==> src/rtl/vpwm_pkg.sv <==
package vpwm_pkg;

  typedef enum logic [1:0] {
    MD_SPLIT   = 2'd0,
    MD_TMR_PWM = 2'd1,
    MD_WIDE    = 2'd2,
    MD_VPWM    = 2'd3
  } mode_e;

  typedef struct packed {
    logic [3:0] wcode;
    logic       fine;
    logic       run;
    mode_e      mode;
  } ctrl_t;

  localparam int unsigned A_CTRL    = 0;
  localparam int unsigned A_LIM_LO  = 1;
  localparam int unsigned A_LIM_HI  = 2;
  localparam int unsigned A_DUTY_LO = 3;
  localparam int unsigned A_DUTY_HI = 4;
  localparam int unsigned A_FLAGCLR = 5;

  localparam int unsigned NFLAG = 2;

endpackage

==> src/rtl/vpwm_regs.sv <==
module vpwm_regs
  import vpwm_pkg::*;
#(
  parameter int unsigned BW = 8,
  parameter int unsigned AW = 3,
  localparam int unsigned CW = 2 * BW
) (
  input  logic              clk,
  input  logic              rst_n,
  input  logic              wr_en,
  input  logic [AW-1:0]     wr_addr,
  input  logic [BW-1:0]     wr_data,
  output ctrl_t             ctrl,
  output logic [CW-1:0]     lim,
  output logic [CW-1:0]     duty_sh,
  output logic              ctrl_wr,
  output logic [NFLAG-1:0]  clr
);

  function automatic logic hit(input logic [AW-1:0] a, input int unsigned k);
    return a == AW'(k);
  endfunction

  assign ctrl_wr = wr_en && hit(wr_addr, A_CTRL);
  assign clr     = (wr_en && hit(wr_addr, A_FLAGCLR)) ? wr_data[NFLAG-1:0] : '0;

  always_ff @(posedge clk or negedge rst_n) begin
    if (!rst_n) begin
      ctrl    <= '0;
      lim     <= '0;
      duty_sh <= '0;
    end else if (wr_en) begin
      if (hit(wr_addr, A_CTRL))    ctrl          <= ctrl_t'(wr_data[7:0]);
      if (hit(wr_addr, A_LIM_LO))  lim[BW-1:0]   <= wr_data;
      if (hit(wr_addr, A_LIM_HI))  lim[CW-1:BW]  <= wr_data;
      if (hit(wr_addr, A_DUTY_LO)) duty_sh[BW-1:0]  <= wr_data;
      if (hit(wr_addr, A_DUTY_HI)) duty_sh[CW-1:BW] <= wr_data;
    end
  end

endmodule

==> src/rtl/vpwm_count.sv <==
module vpwm_count
  import vpwm_pkg::*;
#(
  parameter int unsigned BW     = 8,
  parameter int unsigned MIN_PW = 9,
  localparam int unsigned CW    = 2 * BW
) (
  input  logic          clk,
  input  logic          rst_n,
  input  ctrl_t         ctrl,
  input  logic [CW-1:0] lim,
  input  logic          step,
  input  logic          restart,
  output logic [CW-1:0] cnt,
  output logic [CW-1:0] span,
  output logic          lo_evt,
  output logic          hi_evt,
  output logic          period_start
);

  // Last count of a variable-width period: 2^W - 1, W saturating at CW.
  function automatic logic [CW-1:0] span_mask(input logic [3:0] code);
    int w;
    w = int'(MIN_PW) + int'(code);
    if (w > int'(CW)) w = int'(CW);
    return {CW{1'b1}} >> (int'(CW) - w);
  endfunction

  // One byte-wide interval step: wraps to zero past its limit.
  function automatic logic [BW-1:0] byte_next(input logic [BW-1:0] c,
                                               input logic [BW-1:0] l);
    return (c == l) ? '0 : c + BW'(1);
  endfunction

  logic [BW-1:0] c_lo, c_hi, l_lo, l_hi;
  logic [CW-1:0] nxt;

  assign c_lo = cnt[BW-1:0];
  assign c_hi = cnt[CW-1:BW];
  assign l_lo = lim[BW-1:0];
  assign l_hi = lim[CW-1:BW];
  assign span = span_mask(ctrl.wcode);

  always_comb begin
    nxt          = cnt;
    lo_evt       = 1'b0;
    hi_evt       = 1'b0;
    period_start = 1'b0;
    if (restart) begin
      nxt = '0;
    end else if (step) begin
      unique case (ctrl.mode)
        MD_SPLIT: begin
          nxt    = {byte_next(c_hi, l_hi), byte_next(c_lo, l_lo)};
          lo_evt = (c_lo == l_lo);
          hi_evt = (c_hi == l_hi);
        end
        MD_TMR_PWM: begin
          nxt          = {byte_next(c_hi, l_hi), byte_next(c_lo, {BW{1'b1}})};
          lo_evt       = (c_lo == {BW{1'b1}});
          period_start = lo_evt;
          hi_evt       = (c_hi == l_hi);
        end
        MD_WIDE: begin
          hi_evt = (cnt == lim);
          nxt    = hi_evt ? '0 : cnt + CW'(1);
        end
        MD_VPWM: begin
          hi_evt       = (cnt == span);
          period_start = hi_evt;
          nxt          = hi_evt ? '0 : cnt + CW'(1);
        end
        default: nxt = cnt;
      endcase
    end
  end

  always_ff @(posedge clk or negedge rst_n) begin
    if (!rst_n) cnt <= '0;
    else        cnt <= nxt;
  end

endmodule

==> src/rtl/vpwm_pwm.sv <==
module vpwm_pwm
  import vpwm_pkg::*;
#(
  parameter int unsigned BW = 8,
  localparam int unsigned CW = 2 * BW
) (
  input  logic          clk,
  input  logic          rst_n,
  input  ctrl_t         ctrl,
  input  logic [CW-1:0] cnt,
  input  logic [CW-1:0] duty_sh,
  input  logic          load,
  output logic [CW-1:0] duty_act,
  output logic          pwm_out
);

  always_ff @(posedge clk or negedge rst_n) begin
    if (!rst_n)    duty_act <= '0;
    else if (load) duty_act <= duty_sh;
  end

  always_comb begin
    unique case (ctrl.mode)
      MD_TMR_PWM: pwm_out = cnt[BW-1:0] < duty_act[BW-1:0];
      MD_VPWM:    pwm_out = cnt < duty_act;
      default:    pwm_out = 1'b0;
    endcase
  end

endmodule

==> src/rtl/vpwm_flags.sv <==
module vpwm_flags
  import vpwm_pkg::*;
(
  input  logic             clk,
  input  logic             rst_n,
  input  logic [NFLAG-1:0] set,
  input  logic [NFLAG-1:0] clr,
  output logic [NFLAG-1:0] flag
);

  for (genvar i = 0; i < NFLAG; i++) begin : g_flag
    always_ff @(posedge clk or negedge rst_n) begin
      if (!rst_n)      flag[i] <= 1'b0;
      else if (set[i]) flag[i] <= 1'b1;
      else if (clr[i]) flag[i] <= 1'b0;
    end
  end

endmodule

==> src/rtl/vpwm_timer.sv <==
module vpwm_timer
  import vpwm_pkg::*;
#(
  parameter int unsigned BW     = 8,
  parameter int unsigned AW     = 3,
  parameter int unsigned MIN_PW = 9,
  localparam int unsigned CW    = 2 * BW
) (
  input  logic          clk,
  input  logic          rst_n,
  input  logic          tick_en,
  input  logic          half_en,
  input  logic          wr_en,
  input  logic [AW-1:0] wr_addr,
  input  logic [BW-1:0] wr_data,
  output logic          pwm_out,
  output logic          irq_lo,
  output logic          irq_hi
);

  ctrl_t            ctrl;
  logic [CW-1:0]    lim, duty_sh, duty_act, cnt, span;
  logic             ctrl_wr, step, use_half;
  logic             lo_evt, hi_evt, period_start;
  logic [NFLAG-1:0] clr, flag;

  // Fine rate only applies to the chained modes (mode bit 1 set).
  assign use_half = ctrl.mode[1] & ctrl.fine;
  assign step     = ctrl.run & (use_half ? half_en : tick_en);

  vpwm_regs #(.BW(BW), .AW(AW)) u_regs (
    .clk, .rst_n, .wr_en, .wr_addr, .wr_data,
    .ctrl, .lim, .duty_sh, .ctrl_wr, .clr
  );

  vpwm_count #(.BW(BW), .MIN_PW(MIN_PW)) u_count (
    .clk, .rst_n, .ctrl, .lim, .step, .restart(ctrl_wr),
    .cnt, .span, .lo_evt, .hi_evt, .period_start
  );

  vpwm_pwm #(.BW(BW)) u_pwm (
    .clk, .rst_n, .ctrl, .cnt, .duty_sh,
    .load(ctrl_wr | period_start), .duty_act, .pwm_out
  );

  vpwm_flags u_flags (
    .clk, .rst_n, .set({hi_evt, lo_evt}), .clr, .flag
  );

  assign irq_lo = flag[0];
  assign irq_hi = flag[1];

endmodule

==> config.mk <==
export PLATFORM = sky130hd
export DESIGN_NAME = vpwm_timer
export DESIGN_NICKNAME = d
export VERILOG_FILES = /design/src/rtl/vpwm_pkg.sv /design/src/rtl/vpwm_regs.sv /design/src/rtl/vpwm_count.sv /design/src/rtl/vpwm_pwm.sv /design/src/rtl/vpwm_flags.sv /design/src/rtl/vpwm_timer.sv
export SDC_FILE = /design/constraint.sdc
export NUM_CORES = 1
export LEC_CHECK = 0
export BUFFER_PORTS_ARGS = -buffer_cell sky130_fd_sc_hd__buf_2
export CORE_MARGIN = 3
export CORE_UTILIZATION = 45
export CTS_CLUSTER_DIAMETER = 120
export DETAILED_ROUTE_END_ITERATION = 10
export REMOVE_ABC_BUFFERS = 1
export SKIP_CTS_REPAIR_TIMING = 1
export SLEW_MARGIN = 15
export SYNTH_ARGS = -nofsm -noshare
export SYNTH_HDL_FRONTEND = slang
export SYNTH_SLANG_ARGS = --single-unit
export TNS_END_PERCENT = 1
==> constraint.sdc <==
create_clock -name clk -period 6.59 [get_ports clk]
set_input_delay 1.6475 -clock clk [delete_from_list [all_inputs] [get_ports clk]]
set_output_delay 1.6475 -clock clk [all_outputs]
set_load 0.01 [all_outputs]
==> metrics.md <==
| Metric | Value |
|---|---|
| Top flip-flop cell by instance count after synthesis | `dfrtp_1` |
| Die Outline Area | `0.0113 mm2` |
| Post-synthesis cell area | `0.00452 mm2` |
| Run status | `completed` |
| Detailed Route Iter0 Violations | `241` |
| RD Place Congestion | `0.891` |
| Total power | `1570 uW` |
| Sink count of the clock tree | `74` |
| Post-Synthesis Cells | `453` |
| Final cycle utilization of the critical path | `0.703` |
| Power density of the placed cells | `320 mW/mm2` |
| Post-DP HPWL | `7750 um` |
| Number of flops mapped to enable cells by yosys | `0` |
| Worst IR Drop VDD | `0.142 mV` |
| Core Rows | `35` |
| Busiest metal layer after global routing | `met2` |
| Mean post-synth cell area | `9.98 um2` |
| Pre-antenna DRT Iters | `5` |
| Crit path cell chain | `ha_1 > a21o_1 > nor2_1 > inv_1 > ha_1 > or3_4 > a211oi_4 > mux2_2 > a31o_1 > a211oi_2 > a31oi_1 > o21ai_4 > mux2_2` |
| Leak | `0.00214 uW` |
| Worst Max-Slew Pin Slew | `0.987 ns` |
| Post-layout min period | `4.63 ns` |
| Count of unique library cells instantiated by Yosys | `64` |
| Avg Vias per Cell | `5.78` |
| GR Layer Usage met1 | `0.290` |
| Total track usage | `0.206` |
| Post-layout utilization of the core | `0.517` |
| Most frequent cells in the layout | `dfrtp_1, nand2_1, mux2_2` |
| Total count of hold-check failures in the final report | `0` |
| Wire length per cell after detailed routing | `18.0 um` |
| Antenna diode count | `0` |
| Highest clock rate | `216 MHz` |
| Placeable core region | `0.00950 mm2` |
| Setup repair after global routing missed its margin | `false` |
| Die H | `106 um` |
| Final setup viols | `0` |
| Number of buffer and inverter stages on the critical path | `1` |
| Inserted Clock Buffers | `9` |
| Setup_tns | `0 ns` |
| Global-route wire length before repair | `18300 um` |
| Maximum single-stage delay on the critical path | `0.61 ns` |
| Buffer cell driving the clock tree root | `clkbuf_8` |
| Net total in the final layout | `502` |
| Launch point of the critical path | `u_regs.ctrl[4]` |
| Overall overflow remaining after global route | `0` |
| Initial antenna violation count | `0` |
| DRC viols | `0` |
| Worst hold start | `u_flags.flag[1]` |
| Async set or reset register ratio after synthesis | `1.00` |
| Die boundary width | `106 um` |
| Largest fanout on the critical path | `16` |
| Maximum capacitance violations | `0` |
| Routed vias | `3472` |
| Worst min-delay path class | `register to register` |
| Worst setup SP type | `register` |
| Most common cell after layout, fill and taps aside | `dfrtp_1` |
| Buffers on Ports | `18` |
| Number of global-route vias before repair | `3499` |
| Total I/O pin count | `19` |
| Source of the worst register-to-register timing path | `u_regs.ctrl[4]` |
| Ys Warns | `0` |
| Worst-case setup slack after placement | `1.99 ns` |
| Maximum buffer depth of the clock tree | `2` |
| Sequential share of the synthesized area | `0.409` |
| Least setup slack across all paths after layout | `1.96 ns` |
| Max-slew violation count | `0` |
| Final Skew | `0.00872 ns` |
| Element type at the critical path end | `register` |
| Clock latency reported for the late side of the worst-skew pair | `0.35 ns` |
| Crit Path Class | `register to register` |
| Largest delay contributor family on the critical path | `compound AO/OA/AOI/OAI gates` |
| Clock tree from TritonCTS | `done` |
| Number of H-tree levels | `3` |
| Worst slew margin relative to its limit | `0.337` |
| Required time of the critical path | `6.83 ns` |
| Flop and latch count out of synthesis | `74` |
| Crit path arrival time | `4.87 ns` |
| Total Routed Length | `10800 um` |
| Slowest library cell on the worst path | `o21ai_4` |
| Antenna Violating Nets Remaining | `0` |
| Maximum number of pins on one net before global-route repair | `75` |
| Area growth from synthesis to layout | `8.58%` |
| Initial Util | `0.476` |
| Fraction of final layout cells sized beyond drive strength 1 | `0.203` |
| Worst-path clk slew | `0.08 ns` |
| Met2 demand-to-capacity share in global routing | `0.324` |
| Met3 global-route usage | `0.0237` |
-- worst paths after layout --
path                            slack (ns)                 to  cells past startpoint
worst min register to register        0.49    u_flags.flag[1]                      2
worst max register to register        1.96  u_pwm.duty_act[2]                     13
max in group asynchronous             4.54      u_regs.lim[0]                      1
min in group asynchronous             1.43  u_regs.duty_sh[1]                      1
worst max-delay path                  1.96  u_pwm.duty_act[2]                     13
worst min-delay path                  0.49    u_flags.flag[1]                      2
-- per-layer routing --
layer | vias up | part of all wire | wire, um
met5 | - | 0 | 0
met1 | 1705 | 0.47 | 5090
met3 | 20 | 0.043 | 464
met2 | 94 | 0.46 | 5020
met4 | 0 | 0.023 | 244
li1 | 1653 | - | -
-- Yosys cell counts (10+ instances only) --
master     n  share of area
xnor2_1   18          0.035
nand2_1   50          0.041
mux2_4    10          0.033
ha_1      19          0.053
nand3_1   12          0.013
mux2_2    40           0.10
inv_1     27          0.022
nor3_1    12          0.013
o21ai_0   15          0.017
dfrtp_1   74           0.41
nor2_1    27          0.022
a21oi_1   20          0.022
clkbuf_1  10         0.0083
-- tightest hold or removal path, stage by stage (launching register included) --
cell	delay (ns)
dfrtp_1	0.35
nand2_1	0.05
o21ai_0	0.06
-- sequential cells by signal (all words and copies together), names as in the netlist --
name and count:
u_count.cnt 16, u_flags.flag 2, u_regs.duty_sh 16, u_regs.ctrl 8, u_pwm.duty_act 16, u_regs.lim 16
-- power breakdown --
group          internal, uW  switching [uW]  leakage, uW
clock                   188             187    0.0000962
combinational           266             264      0.00112
sequential              558             107     0.000926
total                  1010             558      0.00214
-- through the flow --
stage / area, um2 / std cells / hold slack, ns
floorplan: 4430 / 435 / 0.455
global placement: 4710 / 585 / 0.470
detailed placement: 4710 / 585 / 0.473
CTS: 4910 / 601 / 0.493
global route: 4910 / 601 / 0.514
finish: 4910 / 601 / 0.488
-- kinds of logic (layout without fill, tap and decap cells) --
family | count (synthesis) | count (layout) | synth area share
simple gates | 145 | 145 | 0.157
mux | 53 | 53 | 0.139
xor+xnor | 22 | 22 | 0.0456
compound gates | 95 | 95 | 0.153
flops | 74 | 74 | 0.409
fa+ha+maj | 19 | 19 | 0.0526
buf+inv | 45 | 64 | 0.0429
-- area by class of cell --
type / instances / area [um2]
clock inverters: 5 / 62.6
flip-flops and latches: 74 / 1850
well taps: 129 / 161
fillers: 881 / 4590
multi-input cells: 334 / 2480
repair buffers: 21 / 115
inverters: 27 / 101
clock buffers: 11 / 141
No activity file was read; power rests on OpenSTA's default activity.
